### src/rtl/rx_silo_pkg.sv
package rx_silo_pkg;
  localparam int LINE_FW = 3;

  typedef struct packed {
    logic               ovr;
    logic               fe;
    logic               pe;
    logic [LINE_FW-1:0] line;
    logic [7:0]         ch;
  } silo_ent_t;

  function automatic logic [15:0] pack_word(logic vld, silo_ent_t e);
    return vld ? {1'b1, e.ovr, e.fe, e.pe, 1'b0, e.line, e.ch} : 16'h0000;
  endfunction
endpackage

### src/rtl/rx_line_hold.sv
module rx_line_hold
  import rx_silo_pkg::*;
#(
  parameter int LINE_ID = 0
) (
  input  logic      clk_i,
  input  logic      rst_ni,
  input  logic      scan_en_i,
  input  logic      stb_i,
  input  logic [7:0] ch_i,
  input  logic      fe_i,
  input  logic      pe_i,
  input  logic      grant_i,
  output logic      vld_o,
  output silo_ent_t ent_o
);
  logic      vld_q;
  silo_ent_t ent_q;

  always_ff @(posedge clk_i or negedge rst_ni) begin
    if (!rst_ni) begin
      vld_q <= 1'b0;
      ent_q <= '0;
    end else if (!scan_en_i) begin
      vld_q <= 1'b0;
    end else if (stb_i) begin
      vld_q      <= 1'b1;
      ent_q.ch   <= ch_i;
      ent_q.fe   <= fe_i;
      ent_q.pe   <= pe_i;
      ent_q.line <= LINE_FW'(LINE_ID);
      ent_q.ovr  <= vld_q && !grant_i;  // unsent char overwritten
    end else if (grant_i) begin
      vld_q <= 1'b0;
    end
  end

  assign vld_o = vld_q;
  assign ent_o = ent_q;
endmodule

### src/rtl/rx_scan_arb.sv
module rx_scan_arb #(
  parameter int N   = 8,
  parameter int IDW = 3
) (
  input  logic [N-1:0]   req_i,
  input  logic           en_i,
  output logic [N-1:0]   gnt_o,
  output logic [IDW-1:0] idx_o,
  output logic           any_o
);
  always_comb begin
    gnt_o = '0;
    idx_o = '0;
    any_o = 1'b0;
    for (int i = N - 1; i >= 0; i--) begin
      if (req_i[i] && en_i) begin
        gnt_o = '0;
        gnt_o[i] = 1'b1;
        idx_o = IDW'(i);
        any_o = 1'b1;
      end
    end
  end
endmodule

### src/rtl/rx_silo_fifo.sv
module rx_silo_fifo
  import rx_silo_pkg::*;
#(
  parameter int DEPTH = 64,
  localparam int AW = $clog2(DEPTH),
  localparam int CW = AW + 1
) (
  input  logic      clk_i,
  input  logic      rst_ni,
  input  logic      push_i,
  input  silo_ent_t push_ent_i,
  input  logic      pop_i,
  output silo_ent_t head_o,
  output logic      empty_o,
  output logic      full_o,
  output logic [CW-1:0] cnt_o
);
  silo_ent_t       mem [DEPTH];
  logic [AW-1:0]   wp_q, rp_q;
  logic [CW-1:0]   cnt_q;
  logic            do_pop;

  assign empty_o = (cnt_q == '0);
  assign full_o  = (cnt_q == CW'(DEPTH));
  assign do_pop  = pop_i && !empty_o;
  assign head_o  = mem[rp_q];
  assign cnt_o   = cnt_q;

  always_ff @(posedge clk_i) begin
    if (push_i) mem[wp_q] <= push_ent_i;
  end

  always_ff @(posedge clk_i or negedge rst_ni) begin
    if (!rst_ni) begin
      wp_q  <= '0;
      rp_q  <= '0;
      cnt_q <= '0;
    end else begin
      if (push_i) wp_q <= wp_q + 1'b1;
      if (do_pop) rp_q <= rp_q + 1'b1;
      case ({push_i, do_pop})
        2'b10:   cnt_q <= cnt_q + 1'b1;
        2'b01:   cnt_q <= cnt_q - 1'b1;
        default: cnt_q <= cnt_q;
      endcase
    end
  end
endmodule

### src/rtl/rx_silo.sv
module rx_silo
  import rx_silo_pkg::*;
#(
  parameter int NLINES    = 8,
  parameter int DEPTH     = 64,
  parameter int ALARM_LVL = 16,
  localparam int LINE_W = (NLINES > 1) ? $clog2(NLINES) : 1,
  localparam int CW     = $clog2(DEPTH) + 1,
  localparam int AC_W   = $clog2(ALARM_LVL + 1)
) (
  input  logic                clk_i,
  input  logic                rst_ni,
  input  logic                scan_en_i,
  input  logic                rx_ie_i,
  input  logic                alarm_en_i,
  input  logic [NLINES-1:0]   rx_stb_i,
  input  logic [NLINES*8-1:0] rx_char_i,
  input  logic [NLINES-1:0]   rx_fe_i,
  input  logic [NLINES-1:0]   rx_pe_i,
  input  logic                rd_i,
  output logic [15:0]         rd_data_o,
  output logic                irq_o
);
  logic [NLINES-1:0] hold_vld, gnt;
  silo_ent_t         hold_ent [NLINES];
  logic [LINE_W-1:0] sel_idx;
  logic              sel_any;
  silo_ent_t         sel_ent, head_ent;
  logic              fifo_empty, fifo_full, push_ok, drop;
  logic [CW-1:0]     fifo_cnt;
  logic              ovr_pend_q;
  logic [AC_W-1:0]   alarm_cnt_q;

  for (genvar g = 0; g < NLINES; g++) begin : g_line
    rx_line_hold #(.LINE_ID(g)) u_hold (
      .clk_i    (clk_i),
      .rst_ni   (rst_ni),
      .scan_en_i(scan_en_i),
      .stb_i    (rx_stb_i[g]),
      .ch_i     (rx_char_i[g*8 +: 8]),
      .fe_i     (rx_fe_i[g]),
      .pe_i     (rx_pe_i[g]),
      .grant_i  (gnt[g]),
      .vld_o    (hold_vld[g]),
      .ent_o    (hold_ent[g])
    );
  end

  rx_scan_arb #(.N(NLINES), .IDW(LINE_W)) u_arb (
    .req_i(hold_vld),
    .en_i (scan_en_i),
    .gnt_o(gnt),
    .idx_o(sel_idx),
    .any_o(sel_any)
  );

  always_comb begin
    sel_ent     = hold_ent[sel_idx];
    sel_ent.ovr = hold_ent[sel_idx].ovr | ovr_pend_q;
  end

  assign push_ok = sel_any && (!fifo_full || rd_i);
  assign drop    = sel_any && fifo_full && !rd_i;

  rx_silo_fifo #(.DEPTH(DEPTH)) u_fifo (
    .clk_i     (clk_i),
    .rst_ni    (rst_ni),
    .push_i    (push_ok),
    .push_ent_i(sel_ent),
    .pop_i     (rd_i),
    .head_o    (head_ent),
    .empty_o   (fifo_empty),
    .full_o    (fifo_full),
    .cnt_o     (fifo_cnt)
  );

  always_ff @(posedge clk_i or negedge rst_ni) begin
    if (!rst_ni) begin
      ovr_pend_q  <= 1'b0;
      alarm_cnt_q <= '0;
    end else begin
      if (drop)         ovr_pend_q <= 1'b1;
      else if (push_ok) ovr_pend_q <= 1'b0;
      if (rd_i)
        alarm_cnt_q <= '0;
      else if (push_ok && alarm_cnt_q != AC_W'(ALARM_LVL))
        alarm_cnt_q <= alarm_cnt_q + 1'b1;
    end
  end

  assign rd_data_o = pack_word(!fifo_empty, head_ent);
  assign irq_o = rx_ie_i && (alarm_en_i ? (alarm_cnt_q == AC_W'(ALARM_LVL))
                                        : !fifo_empty);
endmodule

### config.mk
export PLATFORM = sky130hd
export DESIGN_NAME = rx_silo
export DESIGN_NICKNAME = d
export VERILOG_FILES = /design/src/rtl/rx_silo_pkg.sv /design/src/rtl/rx_line_hold.sv /design/src/rtl/rx_scan_arb.sv /design/src/rtl/rx_silo_fifo.sv /design/src/rtl/rx_silo.sv
export SDC_FILE = /design/constraint.sdc
export NUM_CORES = 1
export LEC_CHECK = 0
export ABC_AREA = 1
export BUFFER_PORTS_ARGS = -buffer_cell sky130_fd_sc_hd__buf_2
export CAP_MARGIN = 20
export CORE_ASPECT_RATIO = 0.75
export CORE_UTILIZATION = 45
export DETAILED_ROUTE_END_ITERATION = 6
export PLACE_DENSITY = 0.61
export SLEW_MARGIN = 0
export SYNTH_ARGS = -nofsm -noshare
export SYNTH_HDL_FRONTEND = slang
export SYNTH_SLANG_ARGS = --single-unit
### constraint.sdc
create_clock -name clk_i -period 5.3 [get_ports clk_i]
set_clock_uncertainty 0.05 [all_clocks]
set_input_delay 0.53 -clock clk_i [delete_from_list [all_inputs] [get_ports clk_i]]
set_output_delay 0.53 -clock clk_i [all_outputs]
set_load 0.01 [all_outputs]
==> results.toml, run 1 <==
[clock_network]
cts_tree = "yes"
cts_buffers = 100
clock_latency_ns = 0.66
htreeDepth = 3
clkSinkCount = 1024
path_clk_slew_ns = 0.06
clock_path_buffers = 3
ctsHoldBuffers = 34
cts-root-buf = "clkbuf_16"
cts-resized-gates = 0
post_cts_buffers = 0

[sta]
worst_pin_slew_ns = 1.11
rsz0062_at_grt = "false"
slew_headroom_pct = 26.1
hold_viol = 0
timing.final.crit_share_pct = 92.1
fin_setup_tns_ns = 0
fmax_ghz = 0.205
report.final.slew_viol_count = 0
setup_ws_ns = 0.418
layout_min_cycle_time_ns = 4.88
finalSetupViolations = 0

[cells_and_area]
drive_gt1_share_pct = 9.23
mostFrequentLayoutCells = "1,366 x nand2_1, 896 x edfxtp_1, 541 x nand3_1, 408 x inv_1, 349 x nor2_1"
syn2layout_area_growth_pct = 13.8
nNetsFinal = 4536
final_common_cell = "nand2_1"

[setup_path]
path_buf_inv = 2
crit_fanout = 185
crit_arrival_ns = 4.30
crit_chain = "buf_12 -> o21ai_0 -> a21oi_1 -> nor2_1 -> nand2_1 -> nand3_1 -> a21oi_1 -> buf_2"
path_delay_family = "compound AO/OA/AOI/OAI gates"
critPathKind = "reg2out"
worstSetupEndpointType = "output port"
crit_top_cell = "a21oi_1"
start_kind = "flop"
crit_required_ns = 4.72
cp_slowest_stage_delay_ns = 0.72
cp_slowest_cell = "dfrtp_4"

[synth]
ys_ff_latch = 1024
synth.avg_cell_area_sq_um = 10.2
syn_nets = 4393
synth_top_area_share_pct = 61.2
synth_cells = 4292
yosysWarnings = 0
ys_seq_area_share_pct = 68.5
netlist-cell-type-count = 38
syn-cell-area_sq_mm = 0.0440
synthTopCellsByArea = "edfxtp_1 61%, nand2_1 12%, dfrtp_1 7.3%"
yosysTopAreaCell = "edfxtp_1"

[worst_hold_path]
hp-class = "in2reg"

[global_route]
antenna_found_initial = 0
grt_pass1_wl_mm = 180
grt-ovfl-total = 0
grt_pass1_vias = 28900
grt_usage_pct = 24.1
grt_max_degree = 196

[floorplanning]
dieWidth_um = 363
die-area_sq_mm = 0.0990
row_count = 98
ios = 111
die_y_um = 273
start_util_pct = 45.8
core_area_sq_mm = 0.0960

[place]
io_buffer_count = 109
dpl.hpwl_mm = 69.0
gp_congestion = 0.926
place_worst_setup_slack_ns = 1.27

[run]
max-cap-violations = 0

[run_status]
outcome = "finished, final reports clean"

[pwr]
pwr-share-seq_pct = 37.7
swShare_pct = 38.3
p_per_area_mw_per_mm2 = 541
p_int_mw = 16.7
clkPwrFrac_pct = 27.4
irDropWorstVdd_uv = 740
switchingPower_mw = 10.4
leakage_nw = 20.6
comb_power_share_pct = 34.9

[detailed_routing]
wire_per_inst_um = 20.4
drc = 0
ant_nets = 0
post_drt_via_cell_ratio = 5.25
dr_total_vias = 30600
wirelength_mm = 119
drt_iter0_drc = 3388
drt_pass1_iterations = 6
## worst min-delay path, stage by stage
cell and delay (ns):
buf_2 0.08, nand2_1 0.05, nand2_1 0.05
## registers in the layout, indices dropped and copies added, names as in the netlist
signal,cells
alarm_cnt_q,5
g_line.u_hold.ent_o,95
g_line.u_hold.vld_o,8
ovr_pend_q,1
u_fifo.cnt_o,7
u_fifo.mem,896
u_fifo.rp_q,6
u_fifo.wp_q,6
## power by group through the flow
| stage | Combinational, mW | Sequential [mW] | Clock [mW] |
|---|---|---|---|
| final | 9.45 | 10.2 | 7.41 |
| after global placement | 9.23 | 10.4 | 0 |
| after CTS | 9.35 | 10.2 | 7.54 |
| after detailed placement | 9.29 | 10.4 | 0 |
| after floorplan | 5.76 | 10.3 | 0 |
| after global routing | 10.3 | 10.3 | 7.83 |
## cells in the mapped netlist (all sizes together)
master / n
nand2: 1381
edfxtp: 896
nand3: 542
inv: 412
nor2: 352
o21ai: 186
dfrtp: 128
clkbuf: 123
buf: 102
a21oi: 63
nand3b: 30
xor2: 14
and3: 13
nand4: 10
ha: 7
clkinv: 6
or2: 5
xnor2: 4
a32o: 3
and2: 3
o22ai: 2
o31ai: 2
a21o: 1
a31o: 1
conb: 1
nor3: 1
nor4: 1
o211ai: 1
o21a: 1
o21bai: 1
## final timing paths
check,startpoint,end,slack [ns],cells after the start
worst max-delay path,u_fifo.rp_q[0],rd_data_o[7],0.42,8
worst min-delay path,rx_char_i[11],g_line[1].u_hold.ent_o[3],0.03,3
worst max register to register,g_line[0].u_hold.vld_o,u_fifo.mem[28][4],1.69,9
worst min register to register,g_line[7].u_hold.ent_o[8],g_line[7].u_hold.ent_o[8],0.41,2
max in group asynchronous,rst_ni,u_fifo.rp_q[1],3.39,3
min in group asynchronous,rst_ni,g_line[6].u_hold.ent_o[3],0.41,2
## kinds of logic after synthesis
group	after synthesis	share of synthesized area [%]
and+or+nand+nor	2338	22.1
DFF	1024	68.5
buffers and inverters	643	5.86
AOI/OAI and AO/OA	261	3.05
xor gates and xnor gates	18	0.358
adders and majority gates	7	0.199
other	1	0.00853
## stage by stage
stage	std cells	cell area (sq um)	power (mW)	util (%)	hold WS, ns
floorplan	4292	44000	16.0	-	0.184
global placement	5598	46300	19.6	48.2	0.391
detailed placement	5599	46300	19.7	48.2	0.401
CTS	5820	50000	27.1	52.1	0.000674
global route	5820	50000	28.4	52.1	0.0234
finish	5821	50000	27.1	52.1	0.0281
## per-layer routing
metal,wire (um),global-route usage [%],part of all wire (%)
met1,53000,36.2,45
met2,52000,35.6,44
met3,11200,5.11,9.4
met4,2780,6.23,2.3
met5,0,0,0
## cell type report
cell class / instances / area (sq um)
Tap cell: 1300 / 1630
Fill cell: 8452 / 46000
Sequential cell: 1024 / 30100
Clock inverter: 54 / 628
Inverter: 418 / 1580
Antenna cell: 1 / 2.50
Multi-Input combinational cell: 2625 / 11400
Clock buffer: 133 / 2770
Timing Repair Buffer: 266 / 1940
Power figures use the tool's default switching activity.
==> run 2: changes to the inputs <==
CELL_PAD_IN_SITES_DETAIL_PLACEMENT = 1   (was default)
CELL_PAD_IN_SITES_GLOBAL_PLACEMENT = 1   (was default)
PLACE_DENSITY = 0.73   (was 0.61)
==> run 2 against run 1 <==
- final cell count up 0.38%
- maximum frequency up 2.7%
- critical path depth up 3
==> results.toml, run 2 (synthesis results as in run 1) <==
[floorplanning]
ios = 111
dieWidth_um = 363
row_count = 98
core_area_sq_mm = 0.0960
die-area_sq_mm = 0.0990
start_util_pct = 45.8
die_y_um = 273

[worst_hold_path]
hold_depth = 3
hp-class = "in2reg"
hp-start = "rx_char_i[29]"
min_to = "g_line[3].u_hold.ent_o[5]"

[sta]
hold-worst-slack_ns = 0.0256
worst_pin_slew_ns = 1.13
fmax_ghz = 0.210
hold_viol = 0
fin_setup_tns_ns = 0
finalSetupViolations = 0
slew_headroom_pct = 24.6
rsz0062_at_grt = "false"
timing.final.crit_share_pct = 89.6
report.final.slew_viol_count = 0
layout_min_cycle_time_ns = 4.75

[pwr]
pwr-share-seq_pct = 38.0
irDropWorstVdd_uv = 388
switchingPower_mw = 10.6
p_total_mw = 27.0
swShare_pct = 39.4
p_per_area_mw_per_mm2 = 540
p_int_mw = 16.4
clkPwrFrac_pct = 26.3
comb_power_share_pct = 35.7
leakage_nw = 20.6

[global_route]
grt_usage_pct = 26.9
grt_pass1_wl_mm = 202
grt-ovfl-total = 0
grt_max_degree = 163
grt_pass1_vias = 33300
antenna_found_initial = 5

[cells_and_area]
nNetsFinal = 4558
multi_input_area_sq_mm = 0.0114
register_area_sq_mm = 0.0301
drive_gt1_share_pct = 9.45
fill_cells = 10500
mostFrequentLayoutCells = "1,366 x nand2_1, 896 x edfxtp_1, 541 x nand3_1, 408 x inv_1, 349 x nor2_1"
syn2layout_area_growth_pct = 13.7
fin_cells = 5843
final_common_cell = "nand2_1"
regMostFlops = "u_fifo.mem"
largest_reg_flops = 896

[detailed_routing]
drc = 0
post_drt_via_cell_ratio = 5.47
drt_iter0_drc = 2823
drt_pass1_iterations = 5
wire_per_inst_um = 22.7
wirelength_mm = 133
dr_total_vias = 31900
ant_nets = 0

[setup_path]
crit_arrival_ns = 4.17
crit_required_ns = 4.72
worstSetupEndpointType = "output port"
ff2ff_path_depth = 12
timing.rr.start = "g_line[4].u_hold.vld_o"
start_kind = "flop"
r2r_setup_slack_ns = 1.88
critPathKind = "reg2out"
worstReg2RegEnd = "u_fifo.mem[53][0]"
crit_fanout = 123

[run]
max-cap-violations = 0

[run_status]
outcome = "finished, final reports clean"

[clock_network]
htreeDepth = 3
clkSinkCount = 1024
clock_path_buffers = 3
cts_tree = "yes"
cts-root-buf = "clkbuf_16"
path_clk_slew_ns = 0.07
cts_buffers = 103
clock_latency_ns = 0.67
post_cts_buffers = 0

[place]
io_buffer_count = 109
gp_congestion = 0.854
dpl.hpwl_mm = 79.4
dp_cells = 5611
## run 2: changes by cell type in the layout (fill, tap and decap cells not counted), sizes merged
cell | before | now
inv | 413 | 416
clkinvlp | 3 | 5
bufinv | 15 | 6
dlygate4sd3 | 34 | 41
clkinv | 41 | 48
buf | 232 | 244
## run 2: worst max path at each step
stage	startpoint	endpoint	slack [ns]	depth (start not counted)
6_report	u_fifo.rp_q[0]	rd_data_o[5]	0.55	11
5_1_grt	u_fifo.rp_q[0]	rd_data_o[5]	0.32	11
4_1_cts	u_fifo.rp_q[0]	rd_data_o[5]	0.55	11
3_5_place_dp	u_fifo.rp_q[0]	rd_data_o[5]	1.29	11
3_3_place_gp	u_fifo.rp_q[0]	rd_data_o[5]	1.37	11
2_1_floorplan	scan_en_i	u_fifo.mem[0][8]	0.47	10
## run 2: routing by layer
| metal | vias up | wire, um | GRT usage (%) |
|---|---|---|---|
| li1 | 14500 | - | - |
| met1 | 16300 | 59400 | 38.1 |
| met2 | 945 | 62200 | 43.9 |
| met3 | 213 | 7580 | 3.38 |
| met4 | 2 | 3500 | 7.67 |
| met5 | - | 13 | 0 |
## run 2: power groups by stage
stage / clock network, mW / registers, mW / logic (mW)
6_report: 7.10 / 10.3 / 9.62
5_1_grt: 7.47 / 10.3 / 10.4
4_1_cts: 7.19 / 10.3 / 9.61
3_5_place_dp: 0 / 10.4 / 9.49
3_3_place_gp: 0 / 10.4 / 9.23
2_1_floorplan: 0 / 10.3 / 5.76
## run 2: what timing repair did
| action | 4_1_cts | 5_1_grt |
|---|---|---|
| hold buffers | 41 | 0 |
| resized for setup | 0 | 0 |
| hold endpoints to repair | 131 | 0 |
## run 2: worst max-delay path, cell delays in order, from the launching register on
cell	delay (ns)
dfrtp_4	0.65
inv_8	0.52
buf_4	0.39
nand2_1	0.08
nand2_1	0.06
nand2_1	0.05
nand3_1	0.10
nand3_1	0.27
nand2_1	0.17
nand3_1	0.26
a21oi_1	0.40
buf_2	0.20
## run 2: layout make-up
type	count	area share, %
tap	1300	3.25
timing repair buffer	285	4.23
antenna	1	0.00500
sequential	1024	60.2
inverter	418	3.16
clock inverter	57	0.883
clock buffer	133	5.52
multi-input combinational	2625	22.7
## run 2: stage by stage
stage / area (sq um) / util [%] / worst slack (ns)
2_1_floorplan: 44000 / - / 0.475
3_3_place_gp: 46400 / 48.3 / 1.37
3_5_place_dp: 46400 / 48.3 / 1.29
4_1_cts: 50000 / 52.1 / 0.555
5_1_grt: 50000 / 52.1 / 0.325
6_report: 50000 / 52.1 / 0.549
